==> src/rtl/i2c_reg_pkg.sv <==
package i2c_reg_pkg;
  localparam logic [1:0] SEL_TEMP = 2'b00;
  localparam logic [1:0] SEL_CFG  = 2'b01;
  localparam logic [1:0] SEL_TLO  = 2'b10;
  localparam logic [1:0] SEL_THI  = 2'b11;

  localparam logic [7:0] GC_ADDR_BYTE = 8'h00;
  localparam logic [7:0] GC_RELATCH   = 8'h04;
  localparam logic [7:0] GC_RESET     = 8'h06;
  localparam logic [4:0] HS_CODE_TOP  = 5'b00001;

  typedef enum logic [2:0] {
    ST_IDLE, ST_RX, ST_ACKW, ST_ACK, ST_TX, ST_MACK, ST_LOAD
  } bus_st_e;

  typedef enum logic [2:0] {
    MD_ADDR, MD_PTR, MD_DATA, MD_GC, MD_DONE
  } xfer_md_e;
endpackage

==> src/rtl/i2c_line_sync.sv <==
module i2c_line_sync #(
  parameter int STAGES = 2
) (
  input  logic clk_i,
  input  logic rst_ni,
  input  logic scl_i,
  input  logic sda_i,
  output logic scl_o,
  output logic sda_o,
  output logic start_o,
  output logic stop_o,
  output logic rise_o,
  output logic fall_o
);
  logic [STAGES-1:0] scl_sh, sda_sh;
  logic scl_q, sda_q;

  always_ff @(posedge clk_i or negedge rst_ni) begin
    if (!rst_ni) begin
      scl_sh <= '1;
      sda_sh <= '1;
      scl_q  <= 1'b1;
      sda_q  <= 1'b1;
    end else begin
      scl_sh <= {scl_sh[STAGES-2:0], scl_i};
      sda_sh <= {sda_sh[STAGES-2:0], sda_i};
      scl_q  <= scl_sh[STAGES-1];
      sda_q  <= sda_sh[STAGES-1];
    end
  end

  assign scl_o   = scl_sh[STAGES-1];
  assign sda_o   = sda_sh[STAGES-1];
  assign start_o = scl_o & scl_q & sda_q & ~sda_o;
  assign stop_o  = scl_o & scl_q & ~sda_q & sda_o;
  assign rise_o  = scl_o & ~scl_q;
  assign fall_o  = ~scl_o & scl_q;
endmodule

==> src/rtl/i2c_reg_bank.sv <==
module i2c_reg_bank import i2c_reg_pkg::*; #(
  parameter int DATA_W = 12,
  parameter logic [DATA_W-1:0] TLOW_RST  = 12'h4B0,
  parameter logic [DATA_W-1:0] THIGH_RST = 12'h500
) (
  input  logic              clk_i,
  input  logic              rst_ni,
  input  logic              gc_rst_i,
  input  logic              wr_en_i,
  input  logic [1:0]        wr_sel_i,
  input  logic              wr_hi_i,
  input  logic [7:0]        wr_byte_i,
  input  logic [1:0]        rd_sel_i,
  input  logic              rd_hi_i,
  output logic [7:0]        rd_byte_o,
  input  logic [DATA_W-1:0] temp_i,
  input  logic              temp_vld_i,
  input  logic              os_flag_i,
  input  logic              os_upd_i,
  output logic [6:0]        cfg_o,
  output logic              cfg_wr_o,
  output logic [7:0]        cfg_wdata_o,
  output logic [DATA_W-1:0] tlow_o,
  output logic [DATA_W-1:0] thigh_o
);
  localparam int LO_W = DATA_W - 8;

  logic [DATA_W-1:0] temp_q, rd_word;
  logic [6:0]        cfg_q;
  logic              os_q;

  function automatic logic [DATA_W-1:0] merge_half(input logic [DATA_W-1:0] old,
                                                   input logic hi, input logic [7:0] b);
    if (hi) merge_half = {b, old[LO_W-1:0]};
    else    merge_half = {old[DATA_W-1:LO_W], b[7 -: LO_W]};
  endfunction

  for (genvar g = 0; g < 2; g++) begin : g_lim
    localparam logic [DATA_W-1:0] RST_VAL = (g == 0) ? TLOW_RST : THIGH_RST;
    localparam logic [1:0]        MY_SEL  = (g == 0) ? SEL_TLO : SEL_THI;
    logic [DATA_W-1:0] q;
    always_ff @(posedge clk_i or negedge rst_ni) begin
      if (!rst_ni)                             q <= RST_VAL;
      else if (gc_rst_i)                       q <= RST_VAL;
      else if (wr_en_i && wr_sel_i == MY_SEL)  q <= merge_half(q, wr_hi_i, wr_byte_i);
    end
  end

  always_ff @(posedge clk_i or negedge rst_ni) begin
    if (!rst_ni) begin
      temp_q      <= '0;
      cfg_q       <= '0;
      os_q        <= 1'b1;
      cfg_wr_o    <= 1'b0;
      cfg_wdata_o <= '0;
    end else begin
      cfg_wr_o <= 1'b0;
      if (gc_rst_i) begin
        temp_q <= '0;
        cfg_q  <= '0;
        os_q   <= 1'b1;
      end else begin
        if (temp_vld_i) temp_q <= temp_i;
        if (os_upd_i)   os_q   <= os_flag_i;
        if (wr_en_i && wr_sel_i == SEL_CFG) begin
          cfg_q       <= wr_byte_i[6:0];
          cfg_wr_o    <= 1'b1;
          cfg_wdata_o <= wr_byte_i;
        end
      end
    end
  end

  always_comb begin
    unique case (rd_sel_i)
      SEL_TLO: rd_word = g_lim[0].q;
      SEL_THI: rd_word = g_lim[1].q;
      default: rd_word = temp_q;
    endcase
    if (rd_sel_i == SEL_CFG) rd_byte_o = {os_q, cfg_q};
    else if (rd_hi_i)        rd_byte_o = rd_word[DATA_W-1 -: 8];
    else                     rd_byte_o = 8'(rd_word[LO_W-1:0]) << (8 - LO_W);
  end

  assign cfg_o   = cfg_q;
  assign tlow_o  = g_lim[0].q;
  assign thigh_o = g_lim[1].q;
endmodule

==> src/rtl/i2c_slave_ctrl.sv <==
module i2c_slave_ctrl import i2c_reg_pkg::*; #(
  parameter int PIN_W = 3,
  parameter logic [6-PIN_W:0] ADDR_BASE = 4'b1001
) (
  input  logic             clk_i,
  input  logic             rst_ni,
  input  logic             sda_s_i,
  input  logic             start_i,
  input  logic             stop_i,
  input  logic             rise_i,
  input  logic             fall_i,
  input  logic [PIN_W-1:0] addr_pins_i,
  input  logic [7:0]       rd_byte_i,
  output logic             sda_oe_o,
  output logic             hs_mode_o,
  output logic             rd_stb_o,
  output logic             wr_en_o,
  output logic             wr_hi_o,
  output logic [7:0]       wr_byte_o,
  output logic [1:0]       ptr_o,
  output logic             hi_o,
  output logic             gc_rst_o
);
  bus_st_e          st_q;
  xfer_md_e         md_q;
  logic [2:0]       cnt_q;
  logic [7:0]       sh_q;
  logic             first_q, ack_q, rd_q, lo_q, latch_q;
  logic [PIN_W-1:0] pins_q;
  logic [7:0]       rx_byte;

  assign rx_byte = {sh_q[6:0], sda_s_i};
  assign hi_o    = ~lo_q;

  always_ff @(posedge clk_i or negedge rst_ni) begin
    if (!rst_ni) begin
      st_q <= ST_IDLE;  md_q <= MD_ADDR;  cnt_q <= '0;  sh_q <= '0;
      first_q <= 1'b0;  ack_q <= 1'b0;  rd_q <= 1'b0;  lo_q <= 1'b0;
      latch_q <= 1'b1;  pins_q <= '0;  ptr_o <= SEL_TEMP;
      sda_oe_o <= 1'b0; hs_mode_o <= 1'b0; rd_stb_o <= 1'b0;
      wr_en_o <= 1'b0;  wr_hi_o <= 1'b0; wr_byte_o <= '0; gc_rst_o <= 1'b0;
    end else begin
      rd_stb_o <= 1'b0;
      wr_en_o  <= 1'b0;
      gc_rst_o <= 1'b0;
      if (latch_q) begin
        pins_q  <= addr_pins_i;
        latch_q <= 1'b0;
      end
      if (stop_i) begin
        st_q      <= ST_IDLE;
        sda_oe_o  <= 1'b0;
        hs_mode_o <= 1'b0;
      end else if (start_i) begin
        st_q     <= ST_RX;
        md_q     <= MD_ADDR;
        cnt_q    <= '0;
        first_q  <= 1'b1;
        rd_q     <= 1'b0;
        sda_oe_o <= 1'b0;
      end else begin
        unique case (st_q)
          ST_RX: if (rise_i) begin
            sh_q  <= rx_byte;
            cnt_q <= cnt_q + 3'd1;
            if (cnt_q == 3'd7) begin
              st_q    <= ST_ACKW;
              first_q <= 1'b0;
              ack_q   <= 1'b1;
              unique case (md_q)
                MD_ADDR: begin
                  lo_q <= 1'b0;
                  if (first_q && rx_byte[7:3] == HS_CODE_TOP) begin
                    hs_mode_o <= 1'b1;
                    ack_q     <= 1'b0;
                  end else if (rx_byte[7:1] == {ADDR_BASE, pins_q}) begin
                    rd_q     <= rx_byte[0];
                    rd_stb_o <= rx_byte[0];
                    md_q     <= rx_byte[0] ? MD_DONE : MD_PTR;
                  end else if (rx_byte == GC_ADDR_BYTE) begin
                    md_q <= MD_GC;
                  end else begin
                    ack_q <= 1'b0;
                  end
                end
                MD_PTR: begin
                  ptr_o <= rx_byte[1:0];
                  md_q  <= MD_DATA;
                end
                MD_DATA: begin
                  wr_en_o   <= 1'b1;
                  wr_hi_o   <= ~lo_q;
                  wr_byte_o <= rx_byte;
                  lo_q      <= ~lo_q;
                end
                MD_GC: begin
                  md_q <= MD_DONE;
                  if (rx_byte == GC_RELATCH || rx_byte == GC_RESET) latch_q <= 1'b1;
                  else ack_q <= 1'b0;
                  if (rx_byte == GC_RESET) begin
                    gc_rst_o <= 1'b1;
                    ptr_o    <= SEL_TEMP;
                  end
                end
                default: ack_q <= 1'b0;
              endcase
            end
          end
          ST_ACKW: if (fall_i) begin
            sda_oe_o <= ack_q;
            st_q     <= ack_q ? ST_ACK : ST_IDLE;
          end
          ST_ACK, ST_LOAD: if (fall_i) begin
            cnt_q <= '0;
            if (rd_q || st_q == ST_LOAD) begin
              sh_q     <= {rd_byte_i[6:0], 1'b0};
              sda_oe_o <= ~rd_byte_i[7];
              lo_q     <= ~lo_q;
              st_q     <= ST_TX;
            end else begin
              sda_oe_o <= 1'b0;
              st_q     <= ST_RX;
            end
          end
          ST_TX: if (fall_i) begin
            if (cnt_q == 3'd7) begin
              sda_oe_o <= 1'b0;
              st_q     <= ST_MACK;
            end else begin
              sda_oe_o <= ~sh_q[7];
              sh_q     <= {sh_q[6:0], 1'b0};
              cnt_q    <= cnt_q + 3'd1;
            end
          end
          ST_MACK: if (rise_i) st_q <= sda_s_i ? ST_IDLE : ST_LOAD;
          default: ;
        endcase
      end
    end
  end
endmodule

==> src/rtl/i2c_reg_slave.sv <==
module i2c_reg_slave import i2c_reg_pkg::*; #(
  parameter int DATA_W      = 12,
  parameter int PIN_W       = 3,
  parameter int SYNC_STAGES = 2,
  parameter logic [6-PIN_W:0]  ADDR_BASE = 4'b1001,
  parameter logic [DATA_W-1:0] TLOW_RST  = 12'h4B0,
  parameter logic [DATA_W-1:0] THIGH_RST = 12'h500
) (
  input  logic              clk_i,
  input  logic              rst_ni,
  input  logic              scl_i,
  input  logic              sda_i,
  output logic              sda_oe_o,
  input  logic [PIN_W-1:0]  addr_pins_i,
  input  logic [DATA_W-1:0] temp_i,
  input  logic              temp_vld_i,
  input  logic              os_flag_i,
  input  logic              os_upd_i,
  output logic              hs_mode_o,
  output logic              rd_stb_o,
  output logic              cfg_wr_o,
  output logic [7:0]        cfg_wdata_o,
  output logic [6:0]        cfg_o,
  output logic [DATA_W-1:0] tlow_o,
  output logic [DATA_W-1:0] thigh_o
);
  logic scl_s, sda_s, start_evt, stop_evt, rise_evt, fall_evt;
  logic wr_en, wr_hi, hi_sel, gc_rst;
  logic [7:0] wr_byte, rd_byte;
  logic [1:0] ptr;

  i2c_line_sync #(.STAGES(SYNC_STAGES)) u_sync (
    .clk_i, .rst_ni, .scl_i, .sda_i,
    .scl_o(scl_s), .sda_o(sda_s), .start_o(start_evt), .stop_o(stop_evt),
    .rise_o(rise_evt), .fall_o(fall_evt)
  );

  i2c_slave_ctrl #(.PIN_W(PIN_W), .ADDR_BASE(ADDR_BASE)) u_ctrl (
    .clk_i, .rst_ni, .sda_s_i(sda_s), .start_i(start_evt), .stop_i(stop_evt),
    .rise_i(rise_evt), .fall_i(fall_evt), .addr_pins_i, .rd_byte_i(rd_byte),
    .sda_oe_o, .hs_mode_o, .rd_stb_o, .wr_en_o(wr_en), .wr_hi_o(wr_hi),
    .wr_byte_o(wr_byte), .ptr_o(ptr), .hi_o(hi_sel), .gc_rst_o(gc_rst)
  );

  i2c_reg_bank #(.DATA_W(DATA_W), .TLOW_RST(TLOW_RST), .THIGH_RST(THIGH_RST)) u_bank (
    .clk_i, .rst_ni, .gc_rst_i(gc_rst), .wr_en_i(wr_en), .wr_sel_i(ptr),
    .wr_hi_i(wr_hi), .wr_byte_i(wr_byte), .rd_sel_i(ptr), .rd_hi_i(hi_sel),
    .rd_byte_o(rd_byte), .temp_i, .temp_vld_i, .os_flag_i, .os_upd_i,
    .cfg_o, .cfg_wr_o, .cfg_wdata_o, .tlow_o, .thigh_o
  );
endmodule

==> config.mk <==
export PLATFORM = sky130hd
export DESIGN_NAME = i2c_reg_slave
export DESIGN_NICKNAME = d
export VERILOG_FILES = /design/src/rtl/i2c_reg_pkg.sv /design/src/rtl/i2c_line_sync.sv /design/src/rtl/i2c_reg_bank.sv /design/src/rtl/i2c_slave_ctrl.sv /design/src/rtl/i2c_reg_slave.sv
export SDC_FILE = /design/constraint.sdc
export NUM_CORES = 1
export LEC_CHECK = 0
export ABC_AREA = 1
export BUFFER_PORTS_ARGS = -buffer_cell sky130_fd_sc_hd__clkbuf_2
export CAP_MARGIN = 20
export CORE_ASPECT_RATIO = 0.6
export CORE_MARGIN = 4
export CORE_UTILIZATION = 58
export CTS_CLUSTER_DIAMETER = 150
export DETAILED_ROUTE_END_ITERATION = 8
export PLACE_DENSITY = 0.8
export SLEW_MARGIN = 40
export SYNTH_ARGS = -nofsm -noshare
export SYNTH_HDL_FRONTEND = slang
export SYNTH_HIERARCHICAL = 1
export SYNTH_SLANG_ARGS = --single-unit
==> constraint.sdc <==
create_clock -name clk_i -period 2.5 [get_ports clk_i]
set_input_delay 0.375 -clock clk_i [delete_from_list [all_inputs] [get_ports clk_i]]
set_output_delay 0.375 -clock clk_i [all_outputs]
set_load 0.05 [all_outputs]
# Word level (Yosys, flattened, before mapping)
# Cells that the tools add are included.
dict set report word_totals {
  regBits 100
  wordCells 256
  inputBits 22
}
dict set report classes {
  reduce_logical 50
  n_eq_ne 41
  n_addsub 1
  n_bitwise 17
  muxes 116
}
# op n
set op_table {}
lappend op_table {{$mux W12} 7}
lappend op_table {{$mux W3} 24}
lappend op_table {{$mux W1} 64}
lappend op_table {{$mux W8} 7}
lappend op_table {{$reduce_bool A2 Y1} 18}
lappend op_table {{$pmux W12 S2} 1}
lappend op_table {{$pmux W8 S3} 1}
lappend op_table {{$reduce_and A8 Y1} 3}
lappend op_table {{$reduce_and A7 Y1} 3}
lappend op_table {{$ne A4 B4 Y1 const B} 5}
lappend op_table {{$ne A3 B3 Y1 const B} 6}
lappend op_table {{$pmux W3 S3} 2}
lappend op_table {{$reduce_and A6 Y1} 3}
lappend op_table {{$eq A8 B3 Y1 const B} 2}
lappend op_table {{$pmux W3 S5} 1}
lappend op_table {{$mux W7} 2}
lappend op_table {{$eq A3 B2 Y1 const B} 4}
lappend op_table {{$eq A3 B3 Y1 const B} 4}
lappend op_table {{$ne A2 B2 Y1 const B} 6}
lappend op_table {{$not A1 Y1} 10}
lappend op_table {{$reduce_and A2 Y1} 5}
lappend op_table {{$logic_not A8 Y1} 1}
lappend op_table {{$ne A2 B1 Y1 const B} 4}
lappend op_table {{$ne A4 B3 Y1 const B} 2}
lappend op_table {{22 further kinds} 40}

# Depth between registers and ports, before layout
# Gate-level depths: netlist (run 1).
dict set report logic_depth {
  ltp_word 10
  ltp_mapped 12
  mapped_depth_nobuf 11
}

# By module
# The synthesis (run 1) kept the hierarchy.
# module cells_per_inst n_inst seq_area_each_um2 area_each_um2
set modules_own_cells {}
lappend modules_own_cells {i2c_reg_bank 325 1 1335.0 2643.8}
lappend modules_own_cells {i2c_slave_ctrl 337 1 1027.2 2373.5}
lappend modules_own_cells {i2c_line_sync 17 1 157.7 198.9}

# Worst setup path before layout (run 1)
# Ideal clock, no wire load.
dict set report synth_timing {
  kind {reg-to-reg}
  from {register u_sync.scl_sh[1]}
  to {register u_ctrl.cnt_q[0]}
  arrival_ns 1.627
  path_stages_with_launch 11
  path_slack_ns 0.756
  setup_ns 0.117
  required_ns 2.383
  period_less_slack_ns 1.744
  cell_sequence {dfstp_2 > nand2_1 > nor2_1 > inv_1 > buf_2 > nand2_1 > nor2_1 > nor2_1 > nand3_1 > nand2_1 > nand2_1}
}
dict set report synth_via {
  elab_chain_len 5
  elab_cells_between_ends 16
}
# item line
set synth_rtl {}
lappend synth_rtl {{from (decl)} i2c_line_sync.sv:15} ;# logic [STAGES-1:0] scl_sh, sda_sh;
lappend synth_rtl {{from (signal assigned)} i2c_line_sync.sv:25} ;# scl_sh <= {scl_sh[STAGES-2:0], scl_i};
lappend synth_rtl {{$and A1 B1 Y1 (*) (3 in series)} i2c_line_sync.sv:34} ;# assign start_o = scl_o & scl_q & sda_q & ~sda_o;
lappend synth_rtl {{named net start_evt} i2c_reg_slave.sv:27} ;# logic scl_s, sda_s, start_evt, stop_evt, rise_evt, fall_evt;
lappend synth_rtl {{$ne A3 B3 Y1 (no line) or $reduce_bool A4 Y1 (tied branches)} --}
lappend synth_rtl {{$reduce_and A6 Y1 (no line)} --}
lappend synth_rtl {{to (signal assigned)} i2c_slave_ctrl.sv:65} ;# cnt_q <= cnt_q + 3'd1;
lappend synth_rtl {{to (signal assigned)} i2c_slave_ctrl.sv:132} ;# cnt_q <= cnt_q + 3'd1;
lappend synth_rtl {{to (decl)} i2c_slave_ctrl.sv:26} ;# logic [2:0] cnt_q;
# Mark *: on every way through the listed nets, which the timed path passes. The rest lies on a longest branch.
# A chain may end at the register's enable or synchronous reset.

# Final worst setup path (run 1)
# Ends and elaborated chain as after synthesis.

==> summary by stage, run 1 <==
Routing
The final wirelength is between 10000 and 15000 um. After detailed routing, the number of remaining DRC violations is 0. The number of vias per cell is ~5.9.

For this block, the via count after detailed routing is 5073. The detail route stage leaves a number of antenna-violating nets equal to 0. The initial DRC count is slightly below 700. The first detailed-routing pass took 5 iterations. After detailed routing, the average wire length per cell comes to 16.9 um.

Yosys
After synthesis the netlist holds a flip-flop and latch count of 100. The synthesized area per cell is between 7 and 8 sq um. The synthesized netlist net count is 703. The distinct cell type count after synthesis is 32.

The netlist area before placement is ~5200 sq um. The share of the Yosys chip area taken by registers is 0.483. The number of warnings printed during yosys synthesis is 6. The proportion of synthesized area in mux cells is 0. The gate count after technology mapping is between 600 and 700.

The adder and majority gate portion of the synthesized area is 0.00480. Of the total synthesized cell area, the portion taken by XOR and XNOR cells is 0. The share of the synthesized area in compound gates (AO/OA/AOI/OAI) is 0.0780. Of the total synthesized cell area, the portion taken by AND, OR, NAND and NOR gates is 0.365.

After synthesis, the largest family of logic cells by area is simple AND/OR/NAND/NOR gates.

GRT
The number of global-route vias before repair is ~4.6k. The total overflow reported by the global router is 0. The first-pass GRT wire length is 24200 um. The pin count of the biggest net entering global routing is 63. In the global route stage, overall resource usage came out at 0.296. The initial antenna violation count was 0.

Final layout
The area of the multi-input gates is around 2300 sq um. The count of filler cells inserted in the layout is roughly 700. The sequential cells in the finished layout cover a total of ~2500 sq um. The repair_antennas step left the layout with diodes totalling 0. Of the cells placed in the final design, the portion with a size suffix greater than 1 is 0.195. The net count of the finished layout is 767.

The area growth from synthesis to layout is 14.5%. The library cells used most frequently in the layout, excluding fill and tap cells, are 243 x sky130_fd_sc_hd__nand2_1, 99 x sky130_fd_sc_hd__nand3_1, 86 x sky130_fd_sc_hd__dfrtp_1, 63 x sky130_fd_sc_hd__clkbuf_2, 54 x sky130_fd_sc_hd__inv_1. The leading cell type in the layout, fill and taps excluded is sky130_fd_sc_hd__nand2_1.

CTS
Clock-pin slew was measured on the worst setup and hold paths at around 70 ps. Buffers added to address setup during post-CTS repair amount to 0. In this run, post-CTS hold repair placed 0 buffers. The CTS tree is built. The post-cts resize count is 0. The H-tree was split into 3 levels.

The maximum buffer depth of the clock tree is 2. The worst-skew pair later-pin latency is approximately 350 ps. Clock tree synthesis inserted a total of 9 buffers. The buffer cell driving the clock tree root is sky130_fd_sc_hd__clkbuf_16. The number of sinks on the clock net is 100.

Outcome
The checks that failed: negative hold slack. The run finished, with violations left.

STA
Between clock sinks in the finished design, the worst skew comes to between 7 and 8 ps. The total negative slack for setup checks is 0 ps. The slew of the pin with the lowest slew margin is about 570 ps. Setup repair after global routing left no endpoint under its margin. Across all hold checks on the routed design, the worst slack comes to -5.54 ps.

Based on the critical path, the design can be clocked at up to ~0.45 GHz. The count of final hold-check violations came to 8. The count of final setup violators is 0.

The final critical-path share of the clock period is 0.885. Headroom to the max-slew limit came out at 0.617. The total count of max-transition violations in the final report is 0.

The clock period could shrink to between 2000 and 2500 ps.

Worst setup path
The worst setup path is launched from a register. In this run the critical register-to-register path is launched from u_sync/scl_sh[1]. The worst setup path category is register to register. The setup slack of the most critical reg-to-reg path is ~290 ps.

For the worst setup path, the data required time is about 2700 ps. Of all nets on the critical path, the largest fanout is 11. The number of cells on the worst reg-to-reg path is 9. The endpoint identified for the worst register-to-register timing path is u_ctrl/cnt_q[0]. The element type at the critical path end is a register. STA puts the critical path data arrival time at around 2500 ps.

Pwr
The leakage power is 3.28 nW. The maximum vdd ir drop is 0.487 mV. The total chip power is approximately 4.7 mW. The power density relative to cell area is between 700 and 800 nW/um^2.

Die
The total die area is between 10000 and 15000 sq um. The die is 130 um wide. For this configuration, the core starts out at a cell density of 0.605. The top-level I/O count is 65. The number of placement rows is 26. The floorplan die height is slightly above 80 um.

The area of the core region is ~8600 sq um.

Placed design
The count of buffers added on input and output ports is 64. The estimated wirelength of the detail-placed design is 10700 um. Routability-driven placement finished with a final weighted congestion of 0.980.

Flow run
Max-cap violations in this run came to 0.

Hold path
The path type of the worst min-delay path is input pin to asynchronous set/reset pin.
power breakdown:
group          total, mW  internal, mW  switching (mW)
combinational       1.14         0.348           0.788
sequential          1.90          1.75           0.147
clock               1.62          1.01           0.608
stage by stage:
step	hold slack (ps)	area [sq um]	setup WS, ps	instances	util
global route	28.5	5970	153	860	0.693
detailed placement	348	5620	413	844	0.652
finish	-5.54	5970	288	860	0.693
floorplan	79.4	5220	756	679	-
global placement	346	5620	574	844	0.652
CTS	9.04	5970	379	860	0.693
synthesized netlist by cell type, drive strengths merged:
| cell type | count | area [sq um] |
|---|---|---|
| nor2 | 52 | 258 |
| a21oi | 9 | 45.0 |
| o21ai | 55 | 328 |
| o21bai | 1 | 7.51 |
| nand4 | 10 | 62.6 |
| nand3b | 1 | 7.51 |
| o31ai | 1 | 7.51 |
| nand3 | 102 | 526 |
| or2 | 1 | 8.76 |
| buf | 18 | 124 |
| dfrtp | 86 | 2150 |
| inv | 62 | 235 |
| ha | 2 | 25.0 |
| nor4 | 1 | 6.26 |
| o22ai | 1 | 6.26 |
| dfstp | 14 | 368 |
| a31oi | 2 | 12.5 |
| nor3 | 6 | 30.0 |
| nand2 | 255 | 1010 |
layer usage:
layer | vias to the layer above | track usage | share of wire
li1 | 2323 | - | -
met5 | - | 0 | 0
met1 | 2416 | 0.473 | 0.47
met4 | 0 | 0.0503 | 0.0054
met2 | 322 | 0.397 | 0.40
met3 | 12 | 0.0897 | 0.13
flip-flops by register name, indices dropped and copies added (netlist names), 2 cells and up:
register	count
u_ctrl/sh_q	8
u_bank/cfg_wdata_o	8
u_bank/temp_q	12
u_sync/sda_sh	2
u_ctrl/ptr_o	2
u_sync/scl_sh	2
u_bank/thigh_o	12
u_ctrl/md_q	3
u_ctrl/pins_q	3
u_ctrl/cnt_q	3
u_ctrl/st_q	3
u_bank/tlow_o	12
u_bank/cfg_o	7
u_ctrl/wr_byte_o	8
cell families after synthesis:
group / Yosys count
DFF: 100
adders and majority gates: 2
and+or+nand+nor: 428
AOI/OAI and AO/OA: 69
buffers and inverters: 80
layout make-up:
type | instances | area share
timing repair buffer | 71 | 0.0650
inverter | 62 | 0.0394
multi-input combinational | 499 | 0.391
clock inverter | 5 | 0.0180
tap | 112 | 0.0235
clock buffer | 11 | 0.0407
sequential | 100 | 0.422
worst max-delay path, stage by stage (launching register included):
cell	delay, ps
sky130_fd_sc_hd__dfstp_2	560
sky130_fd_sc_hd__nand2_1	70
sky130_fd_sc_hd__nor2_1	400
sky130_fd_sc_hd__inv_1	320
sky130_fd_sc_hd__nand2_1	140
sky130_fd_sc_hd__nor2_1	40
sky130_fd_sc_hd__nor2_1	240
sky130_fd_sc_hd__nand3_1	180
sky130_fd_sc_hd__nand2_1	90
sky130_fd_sc_hd__nand2_1	60
worst max-delay path by stage:
stage / startpoint / to / slack [ps] / depth (start not counted)
2_1_floorplan: u_sync/scl_sh[1] / u_ctrl/cnt_q[0] / 760 / 10
5_1_grt: u_sync/scl_sh[1] / u_ctrl/cnt_q[2] / 150 / 9
6_report: u_sync/scl_sh[1] / u_ctrl/cnt_q[0] / 290 / 9
3_5_place_dp: u_sync/scl_sh[1] / u_ctrl/cnt_q[1] / 410 / 9
4_1_cts: u_sync/scl_sh[1] / u_ctrl/cnt_q[0] / 380 / 9
3_3_place_gp: u_sync/scl_sh[1] / u_ctrl/cnt_q[1] / 570 / 9
No activity file was read; power rests on OpenSTA's default activity.
==> run 2, diff against run 1 <==
--- a/config.mk
+++ b/config.mk
@@ -10,10 +10,10 @@
 export CAP_MARGIN = 20
 export CORE_ASPECT_RATIO = 0.6
 export CORE_MARGIN = 4
-export CORE_UTILIZATION = 58
+export CORE_UTILIZATION = 53
 export CTS_CLUSTER_DIAMETER = 150
 export DETAILED_ROUTE_END_ITERATION = 8
-export PLACE_DENSITY = 0.8
+export PLACE_DENSITY = 0.77
 export SLEW_MARGIN = 40
 export SYNTH_ARGS = -nofsm -noshare
 export SYNTH_HDL_FRONTEND = slang
==> constraint.sdc (replaced) <==
create_clock -name clk_i -period 2 [get_ports clk_i]
set_input_delay 0.3 -clock clk_i [delete_from_list [all_inputs] [get_ports clk_i]]
set_output_delay 0.3 -clock clk_i [all_outputs]
set_load 0.01 [all_outputs]
==> run 2 against run 1 <==
Net effect: the run now ends clean; clock power rose by 6%; power grew 19%; cell area up 1.3%; global-route usage shrank 2.6 points; combinational power grew 26%; critical path depth fell by 2; via count about the same; flip-flop and latch count unchanged; die area rose by 8.7%; fmax is 18% higher; largest power group unchanged.
==> summary by stage, run 2 (synthesis results as in run 1) <==
Worst setup path
The critical path data required time is about 2200 ps. The setup slack of the most critical reg-to-reg path is about 130 ps. For the worst setup path, the data arrival time is between 2000 and 2500 ps. The element type at the critical path end is a register.

The largest fanout of any net on the critical path is 13. The worst setup path is launched from a register. Walking the worst path, the cells encountered are inv_1, nand2_1, nor2_2, nor2_1, buf_12, nand2_2, nor4_1. The critical path starts at u_sync/sda_sh[1].

The depth of the most critical reg-to-reg path is 7. The cell at the slowest stage of the critical path is sky130_fd_sc_hd__dfstp_2. The capturing instance or port of the critical path is u_ctrl/rd_stb_o. The worst setup path category is register to register.

The worst register-to-register path begins at u_sync/sda_sh[1]. The maximum cell stage delay along the critical path is 620 ps. The endpoint of the lowest-slack register-to-register path is u_ctrl/rd_stb_o.

Final layout
The number of cells in the finished layout apart from fillers is 889. The area growth from synthesis to layout is 16.0%. The post-layout utilization of the core is 0.644. 0 antenna diodes ended up in the layout. In the layout the commonest cells are 243 x sky130_fd_sc_hd__nand2_1, 99 x sky130_fd_sc_hd__nand3_1, 86 x sky130_fd_sc_hd__dfrtp_1, 63 x sky130_fd_sc_hd__clkbuf_2, 53 x sky130_fd_sc_hd__inv_1. In the final layout, the share of cells above drive strength 1 is 0.213.

The final layout contains 778 nets. The leading cell type in the layout, fill and taps excluded is sky130_fd_sc_hd__nand2_1. The layout has 837 filler cells.

CTS
The worst-skew pair later-pin latency is around 350 ps. CTS saw 100 sinks. The H-tree depth is 3.

Post-CTS timing repair inserted 0 buffers for setup. The maximum buffer depth of the clock tree is 2. The CTS tree is built. The clock-pin slew on the worst setup and hold paths is 70 ps. The buffer cell driving the clock tree root is sky130_fd_sc_hd__clkbuf_16. Clock tree synthesis inserted a total of 9 buffers.

STA
For the final routed database, the setup TNS stands at 0 ps. After layout, the minimum clock period comes to around 1900 ps. The count of final hold-check violations is 0. The final critical-path share of the clock period is 0.934. The count of final setup violators is 0. Setup repair after global routing left no endpoint under its margin. The total count of max-transition violations in the final report was 0. Clock skew on the completed layout was measured at between 7 and 8 ps. The worst hold margin is approximately 28 ps.

Derived from the worst setup path, the maximum achievable clock frequency is between 0.5 and 0.6 GHz. Across all setup checks in the final design, the least slack found is ~130 ps. At the pin with the least slew margin, the transition time is 456 ps.

In this run the tightest slew margin relative to its limit is 0.695.

GRT
The pin count of the biggest net entering global routing is 34. The initial antenna violation count is 0. For this run the aggregate overflow at the end of global routing stands at 0. The first-pass GRT wire length is around 24000 um. The number of global-route vias before repair is ~4.6k.

The total track usage is 0.270.

Die
Measured along the x axis, the die boundary spans roughly 140 um. Pin placement for this block handled 65 I/O pins. After floorplanning, the core was sized to cover ~9400 sq um.

The number of placement rows is 27. The floorplan step defined a die boundary enclosing 11500 sq um. The initial core utilization is 0.555. In this run the vertical extent of the chip is 84.8 um.

Pwr
The maximum vdd ir drop is approximately 0.68 mV. In this run the static leakage power is between 3 and 4 nW. The power density relative to cell area is 914 nW/um^2.

Routing
The initial DRC count is around 710. Routed signal wires occupy layers up through met4. The detail route stage leaves a number of antenna-violating nets equal to 0.

The final routed wire length divided by cell count is about 17 um. The count of vias placed by the detailed router is roughly 5.1k. The DRC violation count after routing is 0.

The pre-antenna-repair detailed-routing pass consisted of 6 iterations. The number of vias per cell is 5.71. The routed design has 14800 um of wire.

The wire length on met3 is 1950 um. The detailed router put a total of 6930 um of wire on met1. The met2 wirelength from detailed routing is around 5700 um.

Placed design
The final estimated routing congestion in global placement is a little under 1. The port buffer count is 64. Detailed placement finished with a half-perimeter wire length of 11400 um. Before CTS, the worst setup slack after placement is between 30 and 40 ps. The number of placed instances, taps included, is between 800 and 900.

Hold path
The hold path depth is 1. The tightest min-delay check is of the input pin to register type. The worst hold path begins at scl_i.

Flow run
Max-cap violations in this run came to 0.

Outcome
The flow ran to the end, and the final reports show no timing, DRC or antenna violations.
[run 2: worst max-delay path, delay by kind of cell (launching register included)]
| family | cells | cell delay, ps |
|---|---|---|
| and+or+nand+nor | 5 | 870 |
| DFF | 1 | 620 |
| buffers and inverters | 2 | 230 |
[run 2: how the worst min path moves through the flow]
stage                       end  slack [ps]
5_1_grt        u_sync/sda_sh[0]           9
3_5_place_dp    u_bank/cfg_wr_o         270
3_3_place_gp    u_bank/cfg_wr_o         260
2_1_floorplan   u_bank/cfg_o[0]           4
6_report       u_sync/scl_sh[0]          30
4_1_cts        u_sync/sda_sh[0]          20
[run 2: cell type report]
class                           instances  area [sq um]  area share
Multi-Input combinational cell        499          2350       0.388
Sequential cell                       100          2520       0.417
Clock inverter                          6          57.6     0.00951
Inverter                               62           235      0.0389
Clock buffer                           10           239      0.0395
Tap cell                              130           163      0.0269
Timing Repair Buffer                   82           485      0.0802
[run 2: routing by layer]
metal | up-vias | GRT usage
met5 | - | 0
met4 | 0 | 0.0512
met3 | 19 | 0.0723
met2 | 303 | 0.343
met1 | 2408 | 0.452
li1 | 2348 | -
[run 2: power breakdown]
part / switching, mW / internal, mW / total, mW
sequential: 0.177 / 2.19 / 2.37
combinational: 0.973 / 0.470 / 1.44
clock: 0.816 / 0.905 / 1.72
[run 2: what timing repair did]
item | CTS | global route
gates cloned | 0 | 0
setup endpoints to repair | 2 | 10
hold buffers | 1 | 0
resized for setup | 1 | 4
hold endpoints to repair | 28 | 0
[run 2: metrics by stage]
step                      instance area, sq um  power (mW)
after floorplan                           5220        3.36
after global placement                    5730        3.76
after detailed placement                  5730        3.80
after CTS                                 6040        5.52
after global routing                      6050        5.87
final                                     6050        5.53
==> run 3, diff against run 2 <==
--- a/config.mk
+++ b/config.mk
@@ -8,12 +8,11 @@
 export ABC_AREA = 1
 export BUFFER_PORTS_ARGS = -buffer_cell sky130_fd_sc_hd__clkbuf_2
 export CAP_MARGIN = 20
-export CORE_ASPECT_RATIO = 0.6
+export CORE_ASPECT_RATIO = 0.5
 export CORE_MARGIN = 4
-export CORE_UTILIZATION = 53
+export CORE_UTILIZATION = 25
 export CTS_CLUSTER_DIAMETER = 150
 export DETAILED_ROUTE_END_ITERATION = 8
-export PLACE_DENSITY = 0.77
 export SLEW_MARGIN = 40
 export SYNTH_ARGS = -nofsm -noshare
 export SYNTH_HDL_FRONTEND = slang
==> run 3 against run 2 <==
Net effect: clock power grew 5%; critical path depth grew 2; clock-buffer cell count shrank 1; die area grew 100%; sequential power is essentially flat; flip-flop and latch count is the same; non-clock buffer count shrank 3; cell count grew 16%; routed wire length shrank 3.6%; critical endpoint is now u_ctrl/ptr_o[1].
==> summary by stage, run 3 (synthesis results as in run 1) <==
Outcome
The run finished with clean final reports.

CTS
TritonCTS built the clock tree. In this run the number of H-tree levels came out at 3. The maximum buffer depth of the clock tree is 2.

Clock tree synthesis found a total of 100 sinks. At the later pin of the worst-skew pair, clock insertion delay measures 350 ps. Clock-pin slew was measured on the worst setup and hold paths at about 70 ps. The root buffer cell chosen for the clock tree is sky130_fd_sc_hd__clkbuf_16.

The number of clock buffers inserted by TritonCTS is 9.

Die
The initial core utilization is 0.254. The initialized floorplan defines 37 standard-cell rows. The region available for standard cell placement spans around 21000 sq um. The die is between 200 and 250 um wide. The floorplan die height is approximately 110 um. The die covers 23400 sq um. For this design the top-level I/O count stands at between 60 and 70.

Placed design
The final estimated routing congestion in global placement is around 0.9. The port buffer count is 64. The wire-length estimate of the detail-placed layout is ~11000 um.

Final layout
The area of the multi-input gates is approximately 2300 sq um. The number of antenna diodes in the final layout is 0. The count of filler cells inserted in the layout is approximately 2.2k. Compared with the post-synthesis result, the final layout area differs by 18.9%. For this run, the post-layout net count is ~780.

Registers take roughly 2500 sq um. At the end of the flow the core is filled with cells to 0.302. The leading cell type in the layout, fill and taps excluded is sky130_fd_sc_hd__nand2_1.

The library cells used most frequently in the layout, excluding fill and tap cells, are 243 x sky130_fd_sc_hd__nand2_1, 99 x sky130_fd_sc_hd__nand3_1, 86 x sky130_fd_sc_hd__dfrtp_1, 63 x sky130_fd_sc_hd__clkbuf_2, 53 x sky130_fd_sc_hd__inv_1. Of the cells placed in the final design, the portion with a size suffix greater than 1 is 0.209.

STA
Setup repair after global routing left no endpoint under its margin. Setup violations remaining at the end of the flow were counted as 0. Measured against its own limit, the worst slew margin works out to 0.716. The slew of the pin with the lowest slew margin is 426 ps.

The shortest period the worst path allows is approximately 1800 ps. The setup skew after layout is approximately 7.8 ps. The final critical-path share of the clock period is 0.879.

The count of final hold-check violations is 0. The total count of max-transition violations in the final report is 0. The fmax is 0.569 GHz. The total negative slack for setup checks is 0 ps.

Worst setup path
The critical path data arrival time is roughly 2000 ps. The element type at the critical path end is a register. The worst setup path category is register to register. In this run the worst path has a maximum fanout of 6. For the worst setup path, the data required time is about 2200 ps.

The element type at the critical path start is a register.

Pwr
The power density relative to cell area is 893 nW/um^2. Summed over all cells, the static leakage comes to roughly 3.3 nW. The maximum vdd ir drop is a little over 0.5 mV.

Routing
The initial DRC count is approximately 400. After detailed routing, the number of remaining DRC violations is 0. After detailed routing, the number of vias per cell comes to approximately 4.6. The first TritonRoute pass finished after 6 iterations. In the final routed layout, each cell accounts on average for roughly 14 um. The final wirelength is ~14000 um.

The count of nets left with antenna violations after detail routing is 0. The detailed router placed around 4.8k vias in this run.

GRT
The total overflow reported by the global router is 0. The first-pass GRT wire length is between 20000 and 25000 um. The number of global-route vias before repair is roughly 4.6k. The pin count of the biggest net entering global routing is 47. The initial antenna violation count was 0. Across every metal layer, demand over resource in global routing totals 0.125.

Flow run
The tool flagged a number of max-cap violations equal to 0.

Hold path
The path type of the worst min-delay path is input pin to register.
run 3: worst max-delay path, stage by stage, from the launching register on:
cell                      delay [ps]
sky130_fd_sc_hd__dfrtp_1         380
sky130_fd_sc_hd__ha_1            160
sky130_fd_sc_hd__ha_1            220
sky130_fd_sc_hd__nand2_1         110
sky130_fd_sc_hd__nor2_1          180
sky130_fd_sc_hd__nand2_2         130
sky130_fd_sc_hd__nor2_1          220
sky130_fd_sc_hd__nand3_1         130
sky130_fd_sc_hd__nand2_1          70
sky130_fd_sc_hd__nand2_1          50
run 3: final timing paths:
path                                   from  slack (ps)               end  depth (start not counted)
setup / recovery            u_ctrl/cnt_q[0]         240   u_ctrl/ptr_o[1]                          9
hold / removal                        sda_i          50  u_sync/sda_sh[0]                          1
setup reg to reg            u_ctrl/cnt_q[0]         240   u_ctrl/ptr_o[1]                          9
hold reg to reg            u_sync/sda_sh[0]         360  u_sync/sda_sh[1]                          0
max in group asynchronous            rst_ni         930  u_bank/tlow_o[5]                          3
min in group asynchronous            rst_ni         440   u_ctrl/rd_stb_o                          2
run 3: what timing repair did:
item / in CTS / in global routing
setup buffers: 0 / 0
gates resized for setup: 0 / 4
endpoints found under the setup margin: 0 / 5
hold endpoints to repair: 24 / 0
hold buffers: 1 / 0
run 3: metal layers:
metal / GRT usage / vias to the layer above / part of all wire
li1: - / 2343 / -
met5: 0 / - / 0
met3: 0.0274 / 18 / 0.057
met4: 0.0413 / 0 / 0.018
met1: 0.166 / 2279 / 0.46
met2: 0.206 / 142 / 0.47
run 3: final cells by class:
type                    count  share of cell area
well taps                 273              0.0551
clock buffers               9              0.0363
inverters                  62              0.0379
flip-flops and latches    100               0.406
clock inverters             7              0.0131
repair buffers             79              0.0727
multi-input cells         499               0.378
run 3: where the power goes:
group,internal [mW],switching [mW]
Combinational,0.443,0.921
Sequential,2.19,0.177
Clock,0.991,0.816
Total,3.62,1.91
run 3: per-stage QoR:
step / std cells / hold slack, ps / power, mW / area [sq um] / worst slack, ps
6_report: 1029 / 46.0 / 5.54 / 6200 / 242
2_1_floorplan: 679 / 4.41 / 3.36 / 5220 / 256
5_1_grt: 1029 / 39.5 / 5.91 / 6200 / 60.8
3_3_place_gp: 1012 / 270 / 3.73 / 5870 / 265
3_5_place_dp: 1012 / 281 / 3.74 / 5870 / 148
4_1_cts: 1029 / 43.2 / 5.57 / 6190 / 144
